--- src/rtl/pred_pkg.sv ---
package pred_pkg;
    parameter int NUM_PRED   = 64;
    parameter int NUM_STATIC = 16;
    parameter int IMM_W      = 28;
    parameter int MASK_W     = 16;
    localparam int IDX_W     = $clog2(NUM_PRED);
    localparam int ROT_CNT   = NUM_PRED - NUM_STATIC;

    typedef enum logic [1:0] {
        OP_IDLE   = 2'd0,
        OP_MASKED = 2'd1,
        OP_ROTIMM = 2'd2,
        OP_DUMP   = 2'd3
    } bulk_op_e;
endpackage

--- src/rtl/pred_rename.sv ---
module pred_rename
    import pred_pkg::*;
(
    input  logic [IDX_W-1:0] log_idx,
    input  logic [IDX_W-1:0] base,
    output logic [IDX_W-1:0] phys_idx
);
    localparam int OFF_W = IDX_W + 1;

    logic [OFF_W-1:0] off;

    always_comb begin
        off = {1'b0, log_idx} - OFF_W'(NUM_STATIC) + {1'b0, base};
        if (off >= OFF_W'(ROT_CNT)) begin
            off = off - OFF_W'(ROT_CNT);
        end
        if (log_idx < IDX_W'(NUM_STATIC)) begin
            phys_idx = log_idx;
        end else begin
            phys_idx = IDX_W'(off + OFF_W'(NUM_STATIC));
        end
    end
endmodule

--- src/rtl/pred_bulk_path.sv ---
module pred_bulk_path
    import pred_pkg::*;
(
    input  bulk_op_e              op,
    input  logic [NUM_PRED-1:0]   src_word,
    input  logic [MASK_W-1:0]     grp_mask,
    input  logic [IMM_W-1:0]      rot_imm,
    input  logic [NUM_PRED-1:0]   file_q,
    output logic [NUM_PRED-1:0]   bulk_we,
    output logic [NUM_PRED-1:0]   bulk_wd,
    output logic [NUM_PRED-1:0]   bulk_rdata
);
    localparam int EXT_W = ROT_CNT - IMM_W;

    logic [ROT_CNT-1:0] imm_ext;

    assign imm_ext = {{EXT_W{rot_imm[IMM_W-1]}}, rot_imm};

    always_comb begin
        bulk_we    = '0;
        bulk_wd    = '0;
        bulk_rdata = '0;
        unique case (op)
            OP_IDLE: begin
            end
            OP_MASKED: begin
                for (int k = 1; k < NUM_STATIC; k++) begin
                    bulk_we[k] = grp_mask[k];
                end
                bulk_we[NUM_PRED-1:NUM_STATIC] = {ROT_CNT{grp_mask[0]}};
                bulk_wd = src_word;
            end
            OP_ROTIMM: begin
                bulk_we[NUM_PRED-1:NUM_STATIC] = '1;
                bulk_wd[NUM_PRED-1:NUM_STATIC] = imm_ext;
            end
            OP_DUMP: begin
                bulk_rdata = file_q;
            end
            default: begin
            end
        endcase
        bulk_we[0] = 1'b0;
    end
endmodule

--- src/rtl/pred_storage.sv ---
module pred_storage
    import pred_pkg::*;
(
    input  logic                 clk,
    input  logic                 rst_n,
    input  logic [NUM_PRED-1:0]  bulk_we,
    input  logic [NUM_PRED-1:0]  bulk_wd,
    input  logic                 wr_en,
    input  logic [IDX_W-1:0]     wr_phys,
    input  logic                 wr_val,
    output logic [NUM_PRED-1:0]  file_q
);
    assign file_q[0] = 1'b1;

    for (genvar i = 1; i < NUM_PRED; i++) begin : g_ent
        logic hit;
        logic q;

        assign hit = wr_en && (wr_phys == IDX_W'(i));

        always_ff @(posedge clk) begin
            if (!rst_n) begin
                q <= 1'b0;
            end else if (bulk_we[i]) begin
                q <= bulk_wd[i];
            end else if (hit) begin
                q <= wr_val;
            end
        end

        assign file_q[i] = q;
    end
endmodule

--- src/rtl/pred_broadside_file.sv ---
module pred_broadside_file
    import pred_pkg::*;
(
    input  logic         clk,
    input  logic         rst_n,
    input  logic [1:0]   bulk_op,
    input  logic [63:0]  src_word,
    input  logic [15:0]  grp_mask,
    input  logic [27:0]  rot_imm,
    input  logic [5:0]   rrb,
    input  logic         wr_en,
    input  logic [5:0]   wr_idx,
    input  logic         wr_val,
    input  logic [5:0]   rd_idx_a,
    output logic         rd_val_a,
    input  logic [5:0]   rd_idx_b,
    output logic         rd_val_b,
    output logic [63:0]  bulk_rdata
);
    localparam int NRD = 2;

    logic [NUM_PRED-1:0] file_q;
    logic [NUM_PRED-1:0] bulk_we;
    logic [NUM_PRED-1:0] bulk_wd;
    logic [IDX_W-1:0]    wr_phys;
    logic [IDX_W-1:0]    rd_log  [NRD];
    logic [IDX_W-1:0]    rd_phys [NRD];
    logic                rd_val  [NRD];

    assign rd_log[0] = rd_idx_a;
    assign rd_log[1] = rd_idx_b;
    assign rd_val_a  = rd_val[0];
    assign rd_val_b  = rd_val[1];

    pred_rename u_wr_map (
        .log_idx  (wr_idx),
        .base     (rrb),
        .phys_idx (wr_phys)
    );

    for (genvar p = 0; p < NRD; p++) begin : g_rd
        pred_rename u_rd_map (
            .log_idx  (rd_log[p]),
            .base     (rrb),
            .phys_idx (rd_phys[p])
        );
        assign rd_val[p] = file_q[rd_phys[p]];
    end

    pred_bulk_path u_bulk (
        .op         (bulk_op_e'(bulk_op)),
        .src_word   (src_word),
        .grp_mask   (grp_mask),
        .rot_imm    (rot_imm),
        .file_q     (file_q),
        .bulk_we    (bulk_we),
        .bulk_wd    (bulk_wd),
        .bulk_rdata (bulk_rdata)
    );

    pred_storage u_store (
        .clk     (clk),
        .rst_n   (rst_n),
        .bulk_we (bulk_we),
        .bulk_wd (bulk_wd),
        .wr_en   (wr_en),
        .wr_phys (wr_phys),
        .wr_val  (wr_val),
        .file_q  (file_q)
    );
endmodule

--- config.mk ---
export PLATFORM = sky130hd
export DESIGN_NAME = pred_broadside_file
export DESIGN_NICKNAME = d
export VERILOG_FILES = /design/src/rtl/pred_pkg.sv /design/src/rtl/pred_rename.sv /design/src/rtl/pred_bulk_path.sv /design/src/rtl/pred_storage.sv /design/src/rtl/pred_broadside_file.sv
export SDC_FILE = /design/constraint.sdc
export NUM_CORES = 1
export LEC_CHECK = 0
export ABC_CLOCK_PERIOD_IN_PS = 5600
export BUFFER_PORTS_ARGS = -buffer_cell sky130_fd_sc_hd__buf_2
export CORE_ASPECT_RATIO = 0.7
export CORE_MARGIN = 4
export CORE_UTILIZATION = 40
export DETAILED_ROUTE_END_ITERATION = 12
export GPL_TIMING_DRIVEN = 0
export PLACE_DENSITY = 0.75
export SLEW_MARGIN = 25
export SYNTH_ARGS = -nofsm -noshare
export SYNTH_HDL_FRONTEND = slang
export SYNTH_SLANG_ARGS = --single-unit
--- constraint.sdc ---
create_clock -name clk -period 5.6 [get_ports clk]
set_input_delay 1.12 -clock clk [delete_from_list [all_inputs] [get_ports clk]]
set_output_delay 1.12 -clock clk [all_outputs]
set_load 0.02 [all_outputs]
==> flow_metrics.env <==
export IMPL_grt_pass1_wl_mm=40.3
export IMPL_cp_data_required_time_ns=4.48
export IMPL_worst_path_buf_inv=4
export IMPL_async_reset_ff_share_pct=0
export IMPL_initialDrtViolationCount=667
export IMPL_nets=1289
export IMPL_drt_first_pass_iters=7
export IMPL_synth_area_leaders="dfxtp_1 19%, mux2i_1 12%, nand2_1 7.6%"
export IMPL_vias_per_cell=5.77
export IMPL_critPathMaxStageDelay_ns=0.41
export IMPL_ys_warn_count=0
export IMPL_netlist_top_cell_by_area="dfxtp_1"
export IMPL_numPortBuffers=201
export IMPL_syn_avg_cell_area_um2=7.36
export IMPL_fmax_ghz=0.179
export IMPL_design_power_total_mw=2.05
export IMPL_period_needed_ns=5.57
export IMPL_ant_nets=0
export IMPL_largest_reg_flops=63
export IMPL_instances_no_fill=1334
export IMPL_cp_start_kind="primary input"
export IMPL_maxCapViolations=0
export IMPL_fillerInstances=1540
export IMPL_grt_util_all_layers_pct=27.9
export IMPL_area_growth_syn_to_layout_pct=29.0
export IMPL_hold_violations=0
export IMPL_crit_chain="buf_2 > ha_4 > inv_1 > fa_2 > nand2b_4 > a21oi_2 > xor2_1 > ha_2 > nand2_2 > nor4_4 > a211oi_2 > mux2_4 > a311oi_4 > buf_4 > mux2i_4 > mux2i_4 > buf_4"
export IMPL_ys_ff_latch=63
export IMPL_vias=7692
export IMPL_antenna_found_initial=0
export IMPL_path_depth=17
export IMPL_htree_levels=3
export IMPL_worstPathMaxFanout=3
export IMPL_holdPathStages=2
export IMPL_seqCellArea_mm2=0.00126
export IMPL_max_slew_margin_pct=51.7
export IMPL_num_rows=38
export IMPL_drv_slew=0
export IMPL_r2r_cells=3
export IMPL_die_x_um=161
export IMPL_critPathLaunch="rrb[2]"
export IMPL_final_cell_mix="211 x buf_2, 132 x nand2_1, 82 x o21ai_0"
export IMPL_regToRegEndpoint="u_store.g_ent[28].q"
export IMPL_gp_congestion=1.03
export IMPL_worst_pin_slew_ns=0.725
export IMPL_hpwlAfterDp_mm=22.1
export IMPL_synthFlopType="dfxtp_1"
export IMPL_placedCellCount=1311
export IMPL_cts_buffers=9
export IMPL_finalCritPeriodShare_pct=99.5
export IMPL_leakage_nw=3.76
export IMPL_die_y_um=115
export IMPL_top_register="u_store.g_ent.q"
export IMPL_clock_sinks=63
export IMPL_overflow=0
export IMPL_switchingPower_uw=837
export IMPL_outcome="finished, final reports clean"
export IMPL_cts_clk_slew_worst_paths_ns=0.05
export IMPL_multi_input_area_mm2=0.00517
export IMPL_critPathKind="primary input to output pin"
export IMPL_pwr_share_clk_pct=26.0
export IMPL_syn_cell_area_mm2=0.00655
export IMPL_endpoint_kind="output pin"
export IMPL_grt_setup_unrepaired="yes"
export IMPL_critPathSlowestCell="fa_2"
export IMPL_wl_per_cell_um=20.5
export IMPL_layout_commonest_cell="buf_2"
export IMPL_clock_skew_ns=0
export IMPL_crit_end="rd_val_a"
export IMPL_floorplan_initialDensity_pct=41.5
export IMPL_ys_seq_area_share_pct=19.3
export IMPL_drive_gt1_share_pct=27.0
export IMPL_clk_insertion_delay_late_ns=0.33
export IMPL_setup_viol=0
export IMPL_grt_pass1_vias=7097
export IMPL_dieArea_mm2=0.0185
export IMPL_power_density_mw_per_mm2=243
export IMPL_cts_path_max_buffers=2
export IMPL_synth_edf_count=0
export IMPL_top_regs="u_store.g_ent.q x63"
export IMPL_pwr_share_seq_pct=26.6
export IMPL_grt_max_degree=11
export IMPL_swShare_pct=40.8
export IMPL_drcViolationCount=0
export IMPL_ios=204
export IMPL_vdd_drop_max_mv=0.173
export IMPL_ys_types=66
export IMPL_core_area_mm2=0.0158
export IMPL_internal_power_mw=1.21
export IMPL_r2r_start="u_store.g_ent[28].q"
export IMPL_combPwrFrac_pct=47.4
export IMPL_cp_arrival_ns=4.45
export IMPL_critPathTopFamily="adder cells"
export IMPL_syn_nets=1070
export IMPL_yosysTopAreaCellShare_pct=19.3
export IMPL_root_buffer="clkbuf_16"
export IMPL_tritoncts="yes"
export IMPL_drt_wl_total_mm=27.4
export IMPL_hold_path_class="register to register"
export IMPL_syn_inst=890
export IMPL_diodes=0
export IMPL_ff2ff_setup_slack_ns=4.51
cell families after synthesis:
logic type | after synthesis | share of synthesized area (%)
DFF | 63 | 19.3
xor gates and xnor gates | 9 | 1.43
buffers and inverters | 94 | 5.88
and+or+nand+nor | 334 | 25.5
muxes | 96 | 15.1
AOI/OAI and AO/OA | 252 | 24.5
adders and majority gates | 42 | 8.37
metal layers:
| layer | track usage [%] | part of all wire, % |
|---|---|---|
| met1 | 41.2 | 45 |
| met2 | 40.8 | 41 |
| met3 | 7.45 | 12 |
| met4 | 5.97 | 1.6 |
| met5 | 0 | 0 |
what timing repair did:
| action | CTS | global route |
|---|---|---|
| pin swaps | 11 | 10 |
| buffers inserted | 4 | 3 |
| cloned | 0 | 0 |
| hold endpoints to repair | 0 | 0 |
| hold buffers | 0 | 0 |
| endpoints found under the setup margin | 2 | 2 |
| resized for setup | 29 | 22 |
worst min path at each step:
stage | startpoint | endpoint
floorplan | u_store.g_ent[41].q | u_store.g_ent[41].q
global placement | u_store.g_ent[46].q | u_store.g_ent[46].q
detailed placement | u_store.g_ent[46].q | u_store.g_ent[46].q
CTS | u_store.g_ent[44].q | u_store.g_ent[44].q
global route | u_store.g_ent[46].q | u_store.g_ent[46].q
finish | u_store.g_ent[44].q | u_store.g_ent[44].q
layout make-up:
type	instances	share of cell area (%)
Multi-Input combinational cell	733	61.1
Sequential cell	63	14.9
Timing Repair Buffer	208	12.8
Tap cell	220	3.26
Clock buffer	13	3.08
Buffer	60	3.05
Inverter	34	1.51
Clock inverter	3	0.207
synth_stat cells, types with 4 or more instances:
| cell | n |
|---|---|
| nand3_1 | 22 |
| a22o_1 | 13 |
| nor2_1 | 35 |
| nor3b_1 | 4 |
| o21ai_0 | 82 |
| a31oi_1 | 27 |
| nand2_1 | 133 |
| nor3_1 | 14 |
| a21o_1 | 7 |
| a221o_1 | 14 |
| ha_1 | 39 |
| o211ai_1 | 6 |
| clkbuf_1 | 42 |
| or2_1 | 4 |
| xor2_1 | 4 |
| and2_1 | 66 |
| a221oi_1 | 8 |
| mux2i_1 | 77 |
| a21oi_1 | 40 |
| nand2b_1 | 4 |
| o21ai_1 | 13 |
| nor2b_1 | 15 |
| inv_1 | 33 |
| and3_1 | 10 |
| o22ai_1 | 6 |
| buf_2 | 14 |
| a211oi_1 | 15 |
| mux2_2 | 18 |
| dfxtp_1 | 63 |
| or3_1 | 12 |
worst min-delay path, stage by stage, from the launching register on:
cell	delay [ns]
dfxtp_1	0.34
nand2_1	0.07
o21ai_1	0.05
metrics by stage:
step                worst slack (ns)  cell area, µm²  util [%]  hold slack, ns  TNS [ns]
finish                        0.0275            8450      53.5           0.495         0
global route                 -0.0430            8450      53.5           0.514   -0.0827
CTS                           -0.101            8300      52.6           0.493    -0.101
detailed placement            -0.554            7830      49.6           0.486    -0.690
global placement              -0.501            7830      49.6           0.478    -0.652
floorplan                      0.101            6550         -           0.448         0
power by group through the flow:
stage	Sequential [mW]	Combinational (mW)	Clock, mW
6_report	0.546	0.971	0.533
5_1_grt	0.546	1.04	0.550
4_1_cts	0.539	0.894	0.527
3_5_place_dp	0.548	0.832	0
3_3_place_gp	0.548	0.823	0
2_1_floorplan	0.513	0.602	0
Note: power is estimated with default switching activity, not from simulation.
